### src/rtl/bytestuff_rx_pkg.sv
package bytestuff_rx_pkg;
  localparam int BYTE_W = 8;
  localparam logic [BYTE_W-1:0] FLAG_BYTE  = 8'h7E;
  localparam logic [BYTE_W-1:0] ESC_BYTE   = 8'h7D;
  localparam logic [BYTE_W-1:0] CODE_ESC   = 8'h5D;
  localparam logic [BYTE_W-1:0] CODE_FLAG  = 8'h5E;

  typedef enum logic [2:0] {
    ST_HUNT    = 3'd0,
    ST_IDLE    = 3'd1,
    ST_BODY    = 3'd2,
    ST_CLOSED  = 3'd3,
    ST_PENDING = 3'd4,
    ST_GOT_ESC = 3'd5,
    ST_GOT_FLG = 3'd6,
    ST_DROP    = 3'd7
  } rx_state_e;

  typedef struct packed {
    logic is_flag;
    logic is_esc;
    logic is_code_esc;
    logic is_code_flag;
  } byte_class_t;
endpackage

### src/rtl/bytestuff_rx_classify.sv
module bytestuff_rx_classify
  import bytestuff_rx_pkg::*;
#(
  parameter int W = BYTE_W
) (
  input  logic [W-1:0] byte_i,
  output byte_class_t  cls_o
);
  always_comb begin
    cls_o.is_flag      = (byte_i == W'(FLAG_BYTE));
    cls_o.is_esc       = (byte_i == W'(ESC_BYTE));
    cls_o.is_code_esc  = (byte_i == W'(CODE_ESC));
    cls_o.is_code_flag = (byte_i == W'(CODE_FLAG));
  end
endmodule

### src/rtl/bytestuff_rx_fsm.sv
module bytestuff_rx_fsm
  import bytestuff_rx_pkg::*;
#(
  parameter int W = BYTE_W
) (
  input  logic        clk,
  input  logic        rst_n,
  input  logic        acc_i,
  input  byte_class_t cls_i,
  input  logic [W-1:0] byte_i,
  output rx_state_e   state_o,
  output logic        emit_o,
  output logic [W-1:0] emit_data_o,
  output logic        start_o,
  output logic        done_o,
  output logic        err_o
);
  rx_state_e state_q, state_d;

  always_comb begin
    state_d     = state_q;
    emit_o      = 1'b0;
    emit_data_o = byte_i;
    start_o     = 1'b0;
    done_o      = 1'b0;
    err_o       = 1'b0;
    if (acc_i) begin
      unique case (state_q)
        ST_HUNT, ST_DROP: begin
          if (cls_i.is_flag) begin
            state_d = ST_IDLE;
            start_o = 1'b1;
          end
        end
        ST_IDLE, ST_CLOSED: begin
          if (cls_i.is_flag) begin
            state_d = ST_IDLE;
            start_o = 1'b1;
          end else if (cls_i.is_esc) begin
            state_d = ST_PENDING;
          end else begin
            state_d = ST_BODY;
            emit_o  = 1'b1;
          end
        end
        ST_BODY, ST_GOT_ESC, ST_GOT_FLG: begin
          if (cls_i.is_flag) begin
            state_d = ST_CLOSED;
            done_o  = 1'b1;
          end else if (cls_i.is_esc) begin
            state_d = ST_PENDING;
          end else begin
            state_d = ST_BODY;
            emit_o  = 1'b1;
          end
        end
        ST_PENDING: begin
          if (cls_i.is_code_esc) begin
            state_d     = ST_GOT_ESC;
            emit_o      = 1'b1;
            emit_data_o = W'(ESC_BYTE);
          end else if (cls_i.is_code_flag) begin
            state_d     = ST_GOT_FLG;
            emit_o      = 1'b1;
            emit_data_o = W'(FLAG_BYTE);
          end else if (cls_i.is_flag) begin
            state_d = ST_IDLE;
            err_o   = 1'b1;
            start_o = 1'b1;
          end else begin
            state_d = ST_DROP;
            err_o   = 1'b1;
          end
        end
        default: state_d = ST_HUNT;
      endcase
    end
  end

  always_ff @(posedge clk or negedge rst_n) begin
    if (!rst_n) state_q <= ST_HUNT;
    else        state_q <= state_d;
  end

  assign state_o = state_q;

  AST_PENDING_NEEDS_ESC: assert property (@(posedge clk) disable iff (!rst_n)
    (state_q != ST_PENDING) && (state_d == ST_PENDING) |-> acc_i && cls_i.is_esc) else $error("escape state entered without escape byte");
endmodule

### src/rtl/bytestuff_rx_outreg.sv
module bytestuff_rx_outreg #(
  parameter int W = 8
) (
  input  logic        clk,
  input  logic        rst_n,
  input  logic        load_i,
  input  logic [W-1:0] data_i,
  input  logic        ready_i,
  output logic        valid_o,
  output logic [W-1:0] data_o,
  output logic        room_o
);
  logic        vld_q;
  logic [W-1:0] dat_q;

  assign room_o = !vld_q || ready_i;

  always_ff @(posedge clk or negedge rst_n) begin
    if (!rst_n) begin
      vld_q <= 1'b0;
      dat_q <= '0;
    end else begin
      if (load_i) begin
        vld_q <= 1'b1;
        dat_q <= data_i;
      end else if (ready_i) begin
        vld_q <= 1'b0;
      end
    end
  end

  assign valid_o = vld_q;
  assign data_o  = dat_q;

  AST_HOLD_UNTIL_TAKEN: assert property (@(posedge clk) disable iff (!rst_n)
    vld_q && !ready_i |=> vld_q && $stable(dat_q)) else $error("payload dropped or changed");
endmodule

### src/rtl/bytestuff_rx.sv
module bytestuff_rx
  import bytestuff_rx_pkg::*;
#(
  parameter int W = BYTE_W
) (
  input  logic         clk,
  input  logic         rst_n,
  input  logic         in_valid,
  output logic         in_ready,
  input  logic [W-1:0] in_data,
  output logic         out_valid,
  input  logic         out_ready,
  output logic [W-1:0] out_data,
  output logic         frame_start,
  output logic         frame_done,
  output logic         frame_err
);
  byte_class_t  cls;
  rx_state_e    state;
  logic         acc, emit, p_start, p_done, p_err, room;
  logic [W-1:0] emit_data;
  logic         start_q, done_q, err_q;

  assign in_ready = room;
  assign acc      = in_valid && room;

  bytestuff_rx_classify #(.W(W)) u_cls (
    .byte_i (in_data),
    .cls_o  (cls)
  );

  bytestuff_rx_fsm #(.W(W)) u_fsm (
    .clk         (clk),
    .rst_n       (rst_n),
    .acc_i       (acc),
    .cls_i       (cls),
    .byte_i      (in_data),
    .state_o     (state),
    .emit_o      (emit),
    .emit_data_o (emit_data),
    .start_o     (p_start),
    .done_o      (p_done),
    .err_o       (p_err)
  );

  bytestuff_rx_outreg #(.W(W)) u_out (
    .clk     (clk),
    .rst_n   (rst_n),
    .load_i  (emit),
    .data_i  (emit_data),
    .ready_i (out_ready),
    .valid_o (out_valid),
    .data_o  (out_data),
    .room_o  (room)
  );

  always_ff @(posedge clk or negedge rst_n) begin
    if (!rst_n) begin
      start_q <= 1'b0;
      done_q  <= 1'b0;
      err_q   <= 1'b0;
    end else begin
      start_q <= p_start;
      done_q  <= p_done;
      err_q   <= p_err;
    end
  end

  assign frame_start = start_q;
  assign frame_done  = done_q;
  assign frame_err   = err_q;

  AST_DONE_ERR_EXCL: assert property (@(posedge clk) disable iff (!rst_n)
    !(frame_done && frame_err)) else $error("done and err together");
  AST_DONE_FROM_FLAG: assert property (@(posedge clk) disable iff (!rst_n)
    frame_done |-> state == ST_CLOSED) else $error("done without closed state");
  AST_ERR_IN_ESCAPE: assert property (@(posedge clk) disable iff (!rst_n)
    frame_err |-> $past(state) == ST_PENDING) else $error("error outside escape pair");
  AST_SILENT_WHEN_HUNTING: assert property (@(posedge clk) disable iff (!rst_n)
    $rose(out_valid) |-> $past(state) != ST_HUNT && $past(state) != ST_DROP) else $error("payload while hunting");
endmodule

### config.mk
export PLATFORM = sky130hd
export DESIGN_NAME = bytestuff_rx
export DESIGN_NICKNAME = d
export VERILOG_FILES = /design/src/rtl/bytestuff_rx_pkg.sv /design/src/rtl/bytestuff_rx_classify.sv /design/src/rtl/bytestuff_rx_fsm.sv /design/src/rtl/bytestuff_rx_outreg.sv /design/src/rtl/bytestuff_rx.sv
export SDC_FILE = /design/constraint.sdc
export NUM_CORES = 1
export LEC_CHECK = 0
export BUFFER_PORTS_ARGS = -buffer_cell sky130_fd_sc_hd__buf_2
export CORE_UTILIZATION = 45
export DETAILED_ROUTE_END_ITERATION = 8
export GPL_TIMING_DRIVEN = 0
export PLACE_DENSITY = 0.69
export SLEW_MARGIN = 20
export SYNTH_ARGS = -nofsm -noshare
export SYNTH_HDL_FRONTEND = slang
export SYNTH_SLANG_ARGS = --single-unit
### constraint.sdc
create_clock -name clk -period 3.7 [get_ports clk]
set_input_delay 0.74 -clock clk [delete_from_list [all_inputs] [get_ports clk]]
set_output_delay 0.74 -clock clk [all_outputs]
set_load 0.05 [all_outputs]
==> Yosys cells after proc, flatten, opt, wreduce, memory -nomap -nowiden <==
Index checks and enable logic that the tools add are counted.
{ "totals": {"out_inout_bits": 13, "in_bits": 12, "ff_bits": 15, "elab_cells": 60} }
{ "op_classes": {"n_eq_ne": 12, "n_mux": 31, "reduce_logical": 11} }
{ "op_table": {"columns": ["op", "count"], "rows": [
  ["== test 8 x 7 -> 1 bit (second input constant)", 4],
  ["2-to-1 mux 8 bit", 4],
  ["2-to-1 mux 3 bit", 7],
  ["2-to-1 mux 1 bit", 17],
  ["== test 3 bit (second input constant)", 4],
  ["case mux 3 bit (4 select lines)", 1],
  ["== test 3 x 2 -> 1 bit (second input constant)", 2],
  ["OR reduction 5 bit", 1],
  ["case mux 1 bit (2 select lines)", 2],
  ["OR reduction 2 bit", 2],
  ["OR reduction 4 bit", 1],
  ["== test 3 x 1 -> 1 bit (second input constant)", 1],
  ["logical NOT 3 bit", 1],
  ["OR reduction 3 bit", 1],
  ["!= test 2 bit (second input constant)", 1],
  ["AND reduction 2 bit", 1],
  ["nonzero test 2 bit", 1],
  ["logical AND 1 bit", 1],
  ["logical NOT 1 bit", 1],
  ["logical OR 1 bit", 1]
]} }

==> Longest topological paths before layout <==
{ "depth": {"depth_word": 6, "depth_mapped": 5, "mapped_depth_nobuf": 4} }

==> Hierarchy <==
From an unflattened synthesis, not the netlist that was laid out.
{ "hier_totals": {"hier_cells": 90, "hier_area_um2": 937.1} }
{ "modules_own_cells": {"columns": ["module", "seq_area_each_um2", "n_inst", "cells_per_inst", "area_per_inst_um2"], "rows": [
  ["bytestuff_rx_fsm", 75.1, 1, 58, 435.4],
  ["bytestuff_rx_outreg", 225.2, 1, 20, 369.1],
  ["bytestuff_rx", 75.1, 1, 4, 81.3],
  ["bytestuff_rx_classify", 0.0, 1, 8, 51.3]
]} }

==> Worst setup path after synthesis <==
Ideal clock, no wire load.
{ "synth_timing": {"path_kind": "input port to flip-flop", "from": "input port out_ready", "to": "register u_out.dat_q[0] (netlist: u_out.data_o[0])", "t_arrival_ns": 2.282, "setup_ns": 0.125, "slack_ns": 1.293, "path_stages": 4, "required_time_ns": 3.575, "n_path_buf": 0, "cell_sequence": "nand2b_1 > o2111ai_1 > o22ai_4 > mux2_4"} }
{ "synth_via": {"elab_chain_len": 3} }
{ "synth_rtl": {"columns": ["item", "line_no", "rtl"], "rows": [
  ["from (decl)", "bytestuff_rx.sv:12", "input logic out_ready,"],
  ["logical OR 1 bit *", "bytestuff_rx_outreg.sv:16", "assign room_o = !vld_q || ready_i;"],
  ["logical AND 1 bit *", "bytestuff_rx.sv:25", "assign acc = in_valid && room;"],
  ["2-to-1 mux 8 bit / 2-to-1 mux 1 bit (equally long branches)", "bytestuff_rx_fsm.sv:27", "if (acc_i) begin"],
  ["to (signal assigned)", "bytestuff_rx_outreg.sv:25", "dat_q <= data_i;"],
  ["to (decl)", "bytestuff_rx_outreg.sv:14", "logic [W-1:0] dat_q;"]
]} }
Mark *: on every way between the ends. The rest lies on a longest branch, timed or not.
A chain may end at the register's enable or synchronous reset.

==> Worst setup path in the final report <==
{ "layout_timing": {"from": "register u_fsm.state_q[1] (netlist: u_fsm.state_o[1])", "to": "register u_out.dat_q[3] (netlist: u_out.data_o[3])"} }
{ "layout_via": {"elab_chain_len": 4} }
{ "layout_rtl": {"columns": ["item", "line_no", "rtl"], "rows": [
  ["from (decl)", "bytestuff_rx_fsm.sv:18", "rx_state_e state_q, state_d;"],
  ["from (signal assigned)", "bytestuff_rx_fsm.sv:82", "else state_q <= state_d;"],
  ["== test 3 x 1 -> 1 bit, or another cell as far along", "bytestuff_rx_fsm.sv:28", "unique case (state_q)"],
  ["OR reduction 5 bit (no line)", null, null],
  ["case mux 1 bit (2 select lines)", "bytestuff_rx_fsm.sv:28", null],
  ["2-to-1 mux 1 bit", "bytestuff_rx_fsm.sv:27", null]
]} }
Several ways; a longest one is shown, not always the timed one.

==> qor.yml <==
timing:
  finalSetupViolCount: 0
  fin_setup_tns_ns: 0
  rsz0062_at_grt: "false"
  finalHoldViolations: 0
  report.final.slew_viol_count: 0
  clock.fmax_ghz: 0.453
  slew_headroom: 0.702
  fin_crit_ns: 2.21
  fin_skew_ns: 0.00735
  fin_crit_sh: 0.597
  worst_pin_slew_ns: 0.447
logic_synthesis:
  ys_seq_area_frac: 0.447
  ys_warn_count: 0
  yosys_most_used_dff: "dfrtp_1"
  syn_nets: 86
  syn_area_um2: 840
  syn_area_per_cell_um2: 11.3
  synthCells: 74
  async_reset_ff_frac: 1.00
  synth_edf_count: 0
  ys_ff_latch: 15
  ys_types: 31
power:
  peakVddDrop_mv: 0.477
  p_total_uw: 847
  powerDensity_nw_per_um2: 833
  leakage_nw: 0.464
cells_and_area:
  antenna_cells: 0
  final_cell_mix: "25 x buf_2, 15 x dfrtp_1, 8 x mux2_4"
  syn2layout_area_growth_pct: 21.2
  layout_commonest_cell: "buf_2"
  fin_area_um2: 1020
  drive_gt1_frac: 0.412
  final_cell_count_no_fill: 127
  n_fill_cell: 168
  final_nets: 115
worst_setup_path:
  r2r-end: "u_out.data_o[3]"
  crit_type: "reg -> reg"
  crit_path_start_kind: "register"
  arrival_ns: 2.38
  r2r_start: "u_fsm.state_o[1]"
  crit_fanout: 10
  reg2reg_depth: 5
  r2r_slack_ns: 1.49
  cp_data_required_time_ns: 3.87
  end_kind: "register"
detailed_routing:
  vias: 706
  routed_wl_um: 1710
  viasPerCell: 5.56
  first_pass_iters: 4
  post_drt_wl_per_cell_um: 13.5
  ant_nets: 0
  drtIter0Drc: 27
  remaining_drc_errors: 0
clock_network:
  cts_setup_buffers: 0
  cts_made_buffers: 3
  hold_buffers: 0
  clock_latency_ns: 0.28
  tritoncts: "built"
  cts.repair.resized: 0
  clkTransAtPathRegs_ns: 0.09
  clock-sinks: 15
  cts-root-buf: "clkbuf_4"
  htree_levels: 1
  clk_path_buf_depth: 2
status:
  status: "finished clean"
placement:
  port-buffer-count: 24
  globalplace.congestion: 0.870
  dp.cells: 123
  placed_area_um2: 991
  dp_hpwl_um: 1280
floorplan:
  fp.dieH_um: 45.2
  initial_core_util: 0.481
  coreArea_um2: 1750
  fp-row-count: 15
  ios: 25
  fp.dieW_um: 45.2
  die_area_um2: 2040
grt:
  grt_pass1_wl_um: 2830
  grt_max_degree: 16
  overflow: 0
  track_usage: 0.194
  grt_pass1_vias: 640
  antenna_found_initial: 0
worst_hold_path:
  hp-class: "in -> async"
flow_run:
  drv_cap: 0
synth_stat cells (2+ instances only):
cell,n,area share
dfrtp_1,15,0.45
mux2_4,8,0.14
o21ai_0,2,0.012
inv_1,2,0.0089
a21oi_1,4,0.024
nand4b_1,3,0.031
nand3_1,3,0.018
or2_2,2,0.015
nor3_1,3,0.018
nand2_1,3,0.013
a2bb2oi_1,2,0.021
nor2_1,4,0.018
or2b_1,2,0.018
nand2b_1,4,0.030
sequential cells by signal, summed over array words and instances (netlist names):
signal	flops
frame_done	1
u_out.data_o	8
frame_start	1
frame_err	1
u_fsm.state_o	3
u_out.valid_o	1
critical path, cell delays in order, from the launching register on:
cell     delay (ns)
dfrtp_1        0.38
buf_6          0.13
or3b_1         0.39
or4_4          0.50
o22ai_4        0.35
mux2_4         0.35
worst max-delay path by stage:
| stage | startpoint | endpoint |
|---|---|---|
| floorplan | out_ready | u_out.data_o[0] |
| global placement | in_data[7] | u_out.data_o[2] |
| detailed placement | in_data[7] | u_out.data_o[3] |
| CTS | u_fsm.state_o[0] | u_out.data_o[3] |
| global route | u_fsm.state_o[0] | u_out.data_o[6] |
| finish | u_fsm.state_o[1] | u_out.data_o[3] |
where the power goes:
part	internal, mW	switching, mW	leakage [nW]
logic	0.183	0.320	0.263
clock network	0.0418	0.0492	0.0150
registers	0.224	0.0292	0.186
total	0.449	0.398	0.464
area by class of cell:
cell class                      instances  area (um2)  share of cell area
Multi-Input combinational cell         55         440               0.433
Sequential cell                        15         375               0.369
Timing Repair Buffer                   24         120               0.118
Tap cell                               25        31.3              0.0308
Clock buffer                            4        26.3              0.0258
Buffer                                  2        16.3              0.0160
Inverter                                2        7.51             0.00738
metal layers:
metal | global-route usage | share of wire | vias up
met3 | 0.0760 | 0.073 | 2
met1 | 0.236 | 0.44 | 336
met2 | 0.328 | 0.47 | 33
met4 | 0.0364 | 0.0082 | 0
met5 | 0 | 0 | -
li1 | - | - | 335
stage by stage:
step	hold WS (ns)	utilization	worst slack, ns
final	0.346	0.583	1.49
after global routing	0.356	0.583	1.43
after CTS	0.351	0.583	1.47
after detailed placement	0.488	0.568	1.18
after global placement	0.488	0.568	1.18
after floorplan	0.444	-	1.29
cells by family after synthesis:
logic type,after synthesis,synth area share
AO/OA/AOI/OAI,15,0.142
XOR/XNOR,1,0.0104
buffers and inverters,4,0.0283
flip-flops,15,0.447
multiplexers,8,0.143
AND/OR/NAND/NOR,31,0.230
Note: power is estimated with default switching activity, not from simulation.
